`src/rtl/lzd_pkg.sv`:
```
package lzd_pkg;

   typedef enum logic [1:0] {
      ST_UNC  = 2'd0,
      ST_SHR  = 2'd1,
      ST_DRT  = 2'd2,
      ST_WEAK = 2'd3
   } bstate_e;

   typedef enum logic [1:0] {
      RK_DATA = 2'd0,
      RK_WACK = 2'd1,
      RK_WAIT = 2'd2
   } rkind_e;

   typedef enum logic [1:0] {
      FS_IDLE  = 2'd0,
      FS_MEM   = 2'd1,
      FS_APPLY = 2'd2
   } fsm_e;

   localparam logic [1:0] OP_RD = 2'd0;
   localparam logic [1:0] OP_WR = 2'd1;

endpackage

```
`src/rtl/lzd_lat_pipe.sv`:
```
module lzd_lat_pipe #(
   parameter int LAT = 3
) (
   input  logic clk,
   input  logic rst_n,
   input  logic start_i,
   output logic done_o
);

   generate
      if (LAT == 1) begin : g_single
         logic stage_q;
         always_ff @(posedge clk or negedge rst_n) begin
            if (!rst_n) stage_q <= 1'b0;
            else        stage_q <= start_i;
         end
         assign done_o = stage_q;
      end else begin : g_shift
         logic [LAT-1:0] sr_q;
         always_ff @(posedge clk or negedge rst_n) begin
            if (!rst_n) sr_q <= '0;
            else        sr_q <= {sr_q[LAT-2:0], start_i};
         end
         assign done_o = sr_q[LAT-1];
      end
   endgenerate

endmodule

```
`src/rtl/lzd_xition.sv`:
```
module lzd_xition
   import lzd_pkg::*;
#(
   parameter int NODES = 8,
   parameter int NID_W = 3,
   parameter int CNT_W = 4
) (
   input  bstate_e            st_i,
   input  logic [NODES-1:0]   pres_i,
   input  logic [NODES-1:0]   wr_i,
   input  logic [NODES-1:0]   ntf_i,
   input  logic [CNT_W-1:0]   csh_i,
   input  logic [CNT_W-1:0]   cwr_i,
   input  logic               busy_i,
   input  logic [1:0]         op_i,
   input  logic [NID_W-1:0]   node_i,
   output bstate_e            st_o,
   output logic [NODES-1:0]   pres_o,
   output logic [NODES-1:0]   wr_o,
   output logic [NODES-1:0]   ntf_o,
   output logic [CNT_W-1:0]   csh_o,
   output logic [CNT_W-1:0]   cwr_o,
   output logic               has_rsp_o,
   output rkind_e             kind_o,
   output logic [NODES-1:0]   tgt_o,
   output logic               join_o
);

   localparam logic [CNT_W-1:0] ONE = CNT_W'(1);

   logic [NODES-1:0] rbit;
   logic             in_p;
   logic             in_w;
   logic [CNT_W-1:0] dp;
   logic [CNT_W-1:0] dw;

   always_comb begin
      rbit = {{(NODES-1){1'b0}}, 1'b1} << node_i;
      in_p = pres_i[node_i];
      in_w = wr_i[node_i];
      st_o      = st_i;
      pres_o    = pres_i;
      wr_o      = wr_i;
      ntf_o     = ntf_i;
      csh_o     = csh_i;
      cwr_o     = cwr_i;
      has_rsp_o = 1'b0;
      kind_o    = RK_DATA;
      tgt_o     = '0;
      join_o    = 1'b0;
      if (op_i == OP_RD) begin
         dp        = {{(CNT_W-1){1'b0}}, ~in_p};
         dw        = '0;
         pres_o    = pres_i | rbit;
         csh_o     = csh_i + dp;
         has_rsp_o = 1'b1;
         kind_o    = RK_DATA;
         if (st_i == ST_DRT && !in_p) begin
            st_o  = ST_WEAK;
            tgt_o = wr_i & ~ntf_i;
            ntf_o = ntf_i | tgt_o | rbit;
         end else if (st_i == ST_UNC) begin
            st_o = ST_SHR;
         end else if (st_i == ST_WEAK) begin
            ntf_o = ntf_i | rbit;
         end
      end else if (op_i == OP_WR) begin
         dp        = {{(CNT_W-1){1'b0}}, ~in_p};
         dw        = {{(CNT_W-1){1'b0}}, ~in_w};
         pres_o    = pres_i | rbit;
         wr_o      = wr_i | rbit;
         csh_o     = csh_i + dp;
         cwr_o     = cwr_i + dw;
         has_rsp_o = 1'b1;
         if (csh_o == ONE) begin
            st_o   = ST_DRT;
            ntf_o  = '0;
            kind_o = RK_WACK;
         end else begin
            st_o  = ST_WEAK;
            tgt_o = pres_o & ~ntf_i & ~rbit;
            ntf_o = ntf_i | pres_o;
            if ((|tgt_o) || busy_i) begin
               kind_o = RK_WAIT;
               join_o = 1'b1;
            end else begin
               kind_o = RK_WACK;
            end
         end
      end else begin
         dp     = {{(CNT_W-1){1'b0}}, in_p};
         dw     = {{(CNT_W-1){1'b0}}, in_w};
         pres_o = pres_i & ~rbit;
         wr_o   = wr_i & ~rbit;
         csh_o  = csh_i - dp;
         cwr_o  = cwr_i - dw;
         if (csh_o == '0)       st_o = ST_UNC;
         else if (cwr_o == '0)  st_o = ST_SHR;
         else if (csh_o == ONE) st_o = ST_DRT;
         else                   st_o = st_i;
         ntf_o = (st_o == ST_WEAK) ? (ntf_i & ~rbit) : '0;
      end
   end

endmodule

```
`src/rtl/lzd_home_dir.sv`:
```
module lzd_home_dir
   import lzd_pkg::*;
#(
   parameter int NODES   = 8,
   parameter int BLOCKS  = 16,
   parameter int TAG_W   = 4,
   parameter int MEM_LAT = 3,
   localparam int NID_W  = $clog2(NODES),
   localparam int BID_W  = $clog2(BLOCKS)
) (
   input  logic               clk,
   input  logic               rst_n,
   input  logic               req_valid,
   output logic               req_ready,
   input  logic [NID_W-1:0]   req_node,
   input  logic [1:0]         req_op,
   input  logic [BID_W-1:0]   req_blk,
   input  logic [TAG_W-1:0]   req_tag,
   input  logic               ack_valid,
   input  logic [NID_W-1:0]   ack_node,
   input  logic [BID_W-1:0]   ack_blk,
   output logic               rsp_valid,
   output logic [NID_W-1:0]   rsp_node,
   output logic [1:0]         rsp_type,
   output logic [1:0]         rsp_state,
   output logic [BID_W-1:0]   rsp_blk,
   output logic [TAG_W-1:0]   rsp_tag,
   output logic               ntf_valid,
   output logic [BID_W-1:0]   ntf_blk,
   output logic [NODES-1:0]   ntf_mask,
   output logic               fin_valid,
   output logic [BID_W-1:0]   fin_blk,
   output logic [NODES-1:0]   fin_mask
);

   localparam int CNT_W = $clog2(NODES + 1);

   generate
      if (NODES < 2 || (NODES & (NODES - 1)) != 0) begin : g_bad_nodes
         $error("NODES must be a power of two, at least 2");
      end
      if (BLOCKS < 2 || (BLOCKS & (BLOCKS - 1)) != 0) begin : g_bad_blocks
         $error("BLOCKS must be a power of two, at least 2");
      end
      if (MEM_LAT < 1) begin : g_bad_lat
         $error("MEM_LAT must be at least 1");
      end
      if (TAG_W < 1) begin : g_bad_tag
         $error("TAG_W must be at least 1");
      end
   endgenerate

   // directory storage
   bstate_e          st_q    [BLOCKS];
   logic [NODES-1:0] pres_q  [BLOCKS];
   logic [NODES-1:0] wr_q    [BLOCKS];
   logic [NODES-1:0] ntf_q   [BLOCKS];
   logic [CNT_W-1:0] csh_q   [BLOCKS];
   logic [CNT_W-1:0] cwr_q   [BLOCKS];
   logic [NODES-1:0] await_q [BLOCKS];
   logic [NODES-1:0] waitw_q [BLOCKS];
   logic [NODES-1:0] await_n [BLOCKS];
   logic [NODES-1:0] waitw_n [BLOCKS];
   logic [BLOCKS-1:0] done_v;

   // request sequencing
   fsm_e             fsm_q;
   logic [NID_W-1:0] cur_node;
   logic [1:0]       cur_op;
   logic [BID_W-1:0] cur_blk;
   logic [TAG_W-1:0] cur_tag;
   logic             accept;
   logic             apply;
   logic             mem_done;
   logic [NODES-1:0] cur_rbit;
   logic [NODES-1:0] ack_rbit;

   assign req_ready = (fsm_q == FS_IDLE) && ((req_op == OP_WR) || (waitw_q[req_blk] == '0));
   assign accept    = req_valid && req_ready;
   assign apply     = (fsm_q == FS_APPLY);
   assign cur_rbit  = {{(NODES-1){1'b0}}, 1'b1} << cur_node;
   assign ack_rbit  = {{(NODES-1){1'b0}}, 1'b1} << ack_node;

   lzd_lat_pipe #(.LAT(MEM_LAT)) u_mem (
      .clk     (clk),
      .rst_n   (rst_n),
      .start_i (accept && (req_op == OP_RD)),
      .done_o  (mem_done)
   );

   always_ff @(posedge clk or negedge rst_n) begin
      if (!rst_n) begin
         fsm_q    <= FS_IDLE;
         cur_node <= '0;
         cur_op   <= '0;
         cur_blk  <= '0;
         cur_tag  <= '0;
      end else begin
         case (fsm_q)
            FS_IDLE: if (accept) begin
               cur_node <= req_node;
               cur_op   <= req_op;
               cur_blk  <= req_blk;
               cur_tag  <= req_tag;
               fsm_q    <= (req_op == OP_RD) ? FS_MEM : FS_APPLY;
            end
            FS_MEM:  if (mem_done) fsm_q <= FS_APPLY;
            default: fsm_q <= FS_IDLE;
         endcase
      end
   end

   // state transition for the addressed block
   bstate_e          x_st;
   logic [NODES-1:0] x_pres, x_wr, x_ntf, x_tgt;
   logic [CNT_W-1:0] x_csh, x_cwr;
   logic             x_has_rsp, x_join;
   rkind_e           x_kind;

   lzd_xition #(.NODES(NODES), .NID_W(NID_W), .CNT_W(CNT_W)) u_xition (
      .st_i      (st_q[cur_blk]),
      .pres_i    (pres_q[cur_blk]),
      .wr_i      (wr_q[cur_blk]),
      .ntf_i     (ntf_q[cur_blk]),
      .csh_i     (csh_q[cur_blk]),
      .cwr_i     (cwr_q[cur_blk]),
      .busy_i    (waitw_q[cur_blk] != '0),
      .op_i      (cur_op),
      .node_i    (cur_node),
      .st_o      (x_st),
      .pres_o    (x_pres),
      .wr_o      (x_wr),
      .ntf_o     (x_ntf),
      .csh_o     (x_csh),
      .cwr_o     (x_cwr),
      .has_rsp_o (x_has_rsp),
      .kind_o    (x_kind),
      .tgt_o     (x_tgt),
      .join_o    (x_join)
   );

   // per-block entry and ack collection
   generate
      for (genvar b = 0; b < BLOCKS; b++) begin : g_blk
         localparam logic [BID_W-1:0] BIDX = BID_W'(b);
         logic sel_b;
         logic ack_b;
         assign sel_b = apply && (cur_blk == BIDX);
         assign ack_b = ack_valid && (ack_blk == BIDX);
         assign await_n[b] = (await_q[b] & ~(ack_b ? ack_rbit : '0))
                           | ((sel_b && cur_op == OP_WR) ? x_tgt : '0);
         assign waitw_n[b] = waitw_q[b] | ((sel_b && x_join) ? cur_rbit : '0);
         assign done_v[b]  = (waitw_n[b] != '0) && (await_n[b] == '0);

         always_ff @(posedge clk or negedge rst_n) begin
            if (!rst_n) begin
               st_q[b]    <= ST_UNC;
               pres_q[b]  <= '0;
               wr_q[b]    <= '0;
               ntf_q[b]   <= '0;
               csh_q[b]   <= '0;
               cwr_q[b]   <= '0;
               await_q[b] <= '0;
               waitw_q[b] <= '0;
            end else begin
               if (sel_b) begin
                  st_q[b]   <= x_st;
                  pres_q[b] <= x_pres;
                  wr_q[b]   <= x_wr;
                  ntf_q[b]  <= x_ntf;
                  csh_q[b]  <= x_csh;
                  cwr_q[b]  <= x_cwr;
               end
               await_q[b] <= await_n[b];
               waitw_q[b] <= done_v[b] ? '0 : waitw_n[b];
            end
         end

         AST_CNT_SH: assert property (@(posedge clk) disable iff (!rst_n) int'(csh_q[b]) == $countones(pres_q[b]));
         AST_CNT_WR: assert property (@(posedge clk) disable iff (!rst_n) int'(cwr_q[b]) == $countones(wr_q[b]));
         AST_WR_IN_PRES: assert property (@(posedge clk) disable iff (!rst_n) (wr_q[b] & ~pres_q[b]) == '0);
         AST_DRT_SHAPE: assert property (@(posedge clk) disable iff (!rst_n) (st_q[b] == ST_DRT) |-> (csh_q[b] == CNT_W'(1) && cwr_q[b] == CNT_W'(1)));
         AST_WEAK_SHAPE: assert property (@(posedge clk) disable iff (!rst_n) (st_q[b] == ST_WEAK) |-> (csh_q[b] >= CNT_W'(2) && cwr_q[b] >= CNT_W'(1)));
         AST_SHR_SHAPE: assert property (@(posedge clk) disable iff (!rst_n) (st_q[b] == ST_SHR) |-> (cwr_q[b] == '0 && csh_q[b] >= CNT_W'(1)));
         AST_UNC_EMPTY: assert property (@(posedge clk) disable iff (!rst_n) (st_q[b] == ST_UNC) |-> (pres_q[b] == '0));
         AST_WAIT_OWED: assert property (@(posedge clk) disable iff (!rst_n) (waitw_q[b] != '0) |-> (await_q[b] != '0));
      end
   endgenerate

   // final ack selection
   logic [NODES-1:0] fin_mask_n;
   logic [BID_W-1:0] fin_blk_n;
   always_comb begin
      fin_mask_n = '0;
      fin_blk_n  = '0;
      for (int b = 0; b < BLOCKS; b++) begin
         if (done_v[b]) begin
            fin_mask_n = waitw_n[b];
            fin_blk_n  = BID_W'(b);
         end
      end
   end

   always_ff @(posedge clk or negedge rst_n) begin
      if (!rst_n) begin
         rsp_valid <= 1'b0;
         rsp_node  <= '0;
         rsp_type  <= '0;
         rsp_state <= '0;
         rsp_blk   <= '0;
         rsp_tag   <= '0;
         ntf_valid <= 1'b0;
         ntf_blk   <= '0;
         ntf_mask  <= '0;
         fin_valid <= 1'b0;
         fin_blk   <= '0;
         fin_mask  <= '0;
      end else begin
         rsp_valid <= apply && x_has_rsp;
         ntf_valid <= apply && (x_tgt != '0);
         fin_valid <= (done_v != '0);
         if (apply) begin
            rsp_node  <= cur_node;
            rsp_type  <= x_kind;
            rsp_state <= x_st;
            rsp_blk   <= cur_blk;
            rsp_tag   <= cur_tag;
            ntf_blk   <= cur_blk;
            ntf_mask  <= x_tgt;
         end
         if (done_v != '0) begin
            fin_blk  <= fin_blk_n;
            fin_mask <= fin_mask_n;
         end
      end
   end

   AST_RSP_FROM_APPLY: assert property (@(posedge clk) disable iff (!rst_n) rsp_valid |-> $past(fsm_q == FS_APPLY));
   AST_HOLD_OFF: assert property (@(posedge clk) disable iff (!rst_n) (apply && cur_op != OP_WR) |-> (waitw_q[cur_blk] == '0));
   AST_FIN_AFTER_ACK: assert property (@(posedge clk) disable iff (!rst_n) fin_valid |-> $past(ack_valid));
   AST_ONE_FIN: assert property (@(posedge clk) disable iff (!rst_n) $onehot0(done_v));

endmodule

```
`config.mk`:
```
export PLATFORM = sky130hd
export DESIGN_NAME = lzd_home_dir
export DESIGN_NICKNAME = d
export VERILOG_FILES = /design/src/rtl/lzd_pkg.sv /design/src/rtl/lzd_lat_pipe.sv /design/src/rtl/lzd_xition.sv /design/src/rtl/lzd_home_dir.sv
export SDC_FILE = /design/constraint.sdc
export NUM_CORES = 2
export LEC_CHECK = 0
export BUFFER_PORTS_ARGS = -buffer_cell sky130_fd_sc_hd__buf_2
export CAP_MARGIN = 5
export CORE_MARGIN = 2
export CORE_UTILIZATION = 60
export CTS_BUF_LIST = sky130_fd_sc_hd__clkbuf_16
export DETAILED_ROUTE_END_ITERATION = 10
export PLACE_DENSITY = 0.77
export SETUP_SLACK_MARGIN = 0.1
export SLEW_MARGIN = 20
export SYNTH_ARGS = -nofsm -noshare
export SYNTH_HDL_FRONTEND = slang
export SYNTH_SLANG_ARGS = --single-unit
export TNS_END_PERCENT = 30
```
`constraint.sdc`:
```
create_clock -name clk -period 8.74 [get_ports clk]
set_clock_uncertainty 0.1 [all_clocks]
set_input_delay 0 -clock clk [delete_from_list [all_inputs] [get_ports clk]]
set_output_delay 0 -clock clk [all_outputs]
set_load 0.05 [all_outputs]
```
==> impl_results.md <==
* Slew margin rel. at about 18%
* Die X at 261 um
* Clock sinks at about 860
* WL/cell at 25.5 um
* PostCTS Resize Cnt at 0
* Register area share after synthesis at between 50% and 60%
* Post-detail-place hpwl at roughly 75000 um
* Worst hold-check path type: input port to flop
* Worst VDD drop at 199 uV
* Global-route wire length before repair at around 190000 um
* Critical Path Source Type: flop
* Starting Density at 60.6%
* Main flop type after synthesis: dfrtp_1
* Final period utilization at 88.7%
* Post-synth ARST share at 100%
* Die Area at 68300 sq um
* Post-synth top area share at approximately 54%
* Slew @ Worst Pin at approximately 1.2 ns
* DRT antenna net count at 0
* Vias at between 30000 and 40000
* Setup crit end kind: flop
* Worst path required time at between 9 and 10 ns
* TritonCTS clock tree: built
* Final Core Density at between 60 and 70%
* Core area at 65600 sq um
* Max-Cap Viols at 0
* Final Max Tran Viols at 0
* Final GP Congestion at 0.974
* Reg power frac at 36.7%
* R2r setup slk at 0.99 ns
* Vias per cell at approximately 6.7
* GRT Overall Usage at between 30 and 40%
* Setup violations, final at 0
* Top cell type by total area after synthesis: dfrtp_1
* CP arrival at roughly 8 ns
* Worst-Skew Late Latency at 0.66 ns
* Worst path slowest cell: dfrtp_4
* Power density over the cells at roughly 320 nW/um^2
* Final Hold Fails at 0
* Post-synth EDFFs at 0
* Gate Count Post-Synth at 3874
* Flops & latches, synth at about 860
* Row count at 94
* Most common cell in the netlist: dfrtp_1
* Drt pass-1 iters at 7
* Largest net degree at the start of global routing at around 170
* Reg area at between 20000 and 25000 sq um
* P_sw at between 5000 and 6000 uW
* Synth Cell Area at 39700 sq um
* Leakage at 0.0184 uW
* IO Pins at 67
* Final wirelength at approximately 120000 um
* Crit Path Class: flop to flop
* Nets@finish at 3894
* PortBufs at 66
* TNS Setup at 0 ns
* Clock root cell: clkbuf_16
* Post-synthesis cell type count at 107
* Setup repair after global routing missed its margin: false
* Most area-consuming cells after synthesis: dfrtp_1 (54%), o21ai_0 (9.5%), mux4_2 (8.5%), nand2_1 (6.9%), a21oi_1 (2.3%)
* Int Pwr at between 8000 and 9000 uW
* Bufs and invs on worst path at 2
* Clk pin slew, worst setup/hold paths at approximately 0.060 ns
* Worst path cell trace: buf_4 > mux4_2 > mux2i_1 > nand2_1 > o21ai_0 > mux4_2 > o21ai_0 > inv_1 > ha_1 > ha_1 > nand2b_1 > or4_1 > nand2_2 > o31ai_2 > nor2_2 > nor2_1 > and3b_1 > and4_4 > or3_1 > o311a_1
* F_max at 129 MHz
* Syn_area_per_cell at approximately 10 sq um
* Net Sw Frac at 40.2%
* Post-synth net total at 3906
* Warning count from the yosys run at 0
* Status: finished, final reports clean
* Clock Path Buffers at 3
* Initial drt markers at 4419
* Initial antenna violation count at 5
* GRT overflow at 0
* Vias in the first global route at between 30000 and 40000
* Post-synth top cells: dfrtp_1 (856), o21ai_0 (753), nand2_1 (734), nor2_1 (230), clkbuf_1 (226)
* Clock share of power at a little over a quarter
* Top delay family on crit path: simple AND/OR/NAND/NOR gates
* Post-layout min period at approximately 7.7 ns
* Num CTS Buffers at between 80 and 90
* Layout cells sized above 1 at between 10% and 20%
* Area taken by multi-input logic gates at 17100 sq um
* CTS H-tree lvls at 3
* Die Y-Extent at approximately 260 um
* Largest stage delay on the critical path at roughly 1.1 ns
* Fill cell count at a little under 5000
* Combinational power share at a little over a third
* P&R area growth vs syn at 10.8%
* DRC at 0
* Critical Path Fanout Max at 55
-- cells in the final DEF, fill, tap and decap left out, types with 22 or more instances in the layout --
cell type / count
nor4_1: 34
nor2b_1: 24
mux2i_1: 22
mux2_2: 69
o31ai_1: 45
a31oi_1: 24
nand3_1: 50
clkinv_1: 29
clkbuf_16: 90
mux4_2: 150
nor2_1: 230
o21ai_0: 753
buf_2: 65
dlygate4sd3_1: 34
nand4_1: 44
nand2_1: 725
a21oi_1: 177
inv_1: 28
dfrtp_1: 852
buf_4: 92
and2_1: 23
-- worst min-delay path: stages --
cell and delay [ns]:
dlygate4sd3_1 0.54, buf_2 0.11, mux2_2 0.13
-- power by group through the flow --
stage,logic (uW),registers [uW],clock network [uW]
after global routing,5280,5200,4010
after CTS,4840,5110,3850
after global placement,4700,5150,0
final,5010,5120,3830
after floorplan,3360,5000,0
after detailed placement,4790,5170,0
-- worst paths after layout --
path | startpoint | end | cells after the start
max | cur_blk[1]$_DFFE_PN0P_ | fin_mask[1]$_DFFE_PN0P_ | 20
min | req_tag[1] | cur_tag[1]$_DFFE_PN0P_ | 3
max reg2reg | cur_blk[1]$_DFFE_PN0P_ | fin_mask[1]$_DFFE_PN0P_ | 20
min reg2reg | u_mem.g_shift.sr_q[0]$_DFF_PN0_ | u_mem.g_shift.sr_q[1]$_DFF_PN0_ | 0
max in group asynchronous | rst_n | waitw_q[80]$_DFF_PN0_ | 5
min in group asynchronous | rst_n | ntf_q[59]$_DFFE_PN0P_ | 3
-- repair_timing --
item                      CTS  global route
hold endpoints to repair  200             0
hold buffers               35             0
setup buffers               0             0
-- per-stage QoR --
step,std cells,worst slack (ns),hold slack [ns],total power [uW],area (sq um)
after floorplan,3874,2.07,-0.396,8350,39700
after global placement,4599,1.20,0.0146,9840,40700
after detailed placement,4599,1.06,0.0188,9960,40700
after CTS,4797,1.06,0.0140,13800,44000
after global routing,4801,0.568,0.0641,14500,44000
final,4802,0.992,0.0774,14000,44000
-- cells by family (layout without fill, tap and decap cells) --
| kind of cell | count (synthesis) | count (layout) | share of synthesized area [%] |
|---|---|---|---|
| AOI/OAI and AO/OA | 1157 | 1157 | 16.6 |
| xor gates and xnor gates | 7 | 7 | 0.154 |
| adders and majority gates | 8 | 8 | 0.252 |
| buffers and inverters | 318 | 378 | 3.60 |
| DFF | 856 | 856 | 53.9 |
| muxes | 246 | 246 | 11.3 |
| other | 0 | 4 | 0 |
| and+or+nand+nor | 1282 | 1282 | 14.2 |
-- layer usage --
metal  wire, um  GRT usage (%)  up-vias  share of wire (%)
li1           -              -    13800                  -
met1      47700           50.5    16100                 39
met2      54900           54.4     1929                 45
met3      13500           8.59      468                 11
met4       6450           18.3        2                5.3
met5         13              0        -              0.011
-- layout make-up --
cell class                      instances  area share, %
Antenna cell                            4         0.0227
Clock buffer                           90           5.11
Clock inverter                         73           1.48
Inverter                               18          0.153
Multi-Input combinational cell       2700           38.8
Sequential cell                       856           48.7
Tap cell                              864           2.45
Timing Repair Buffer                  197           3.33
-- registers in the layout, summed over array words and instances (netlist names), 8 cells and up --
register,count
pres_q,128
waitw_q,128
ntf_q,128
await_q,128
csh_q,64
wr_q,128
fin_mask,8
st_q,32
cwr_q,64
ntf_mask,8
No activity file was read; power rests on OpenSTA's default activity.
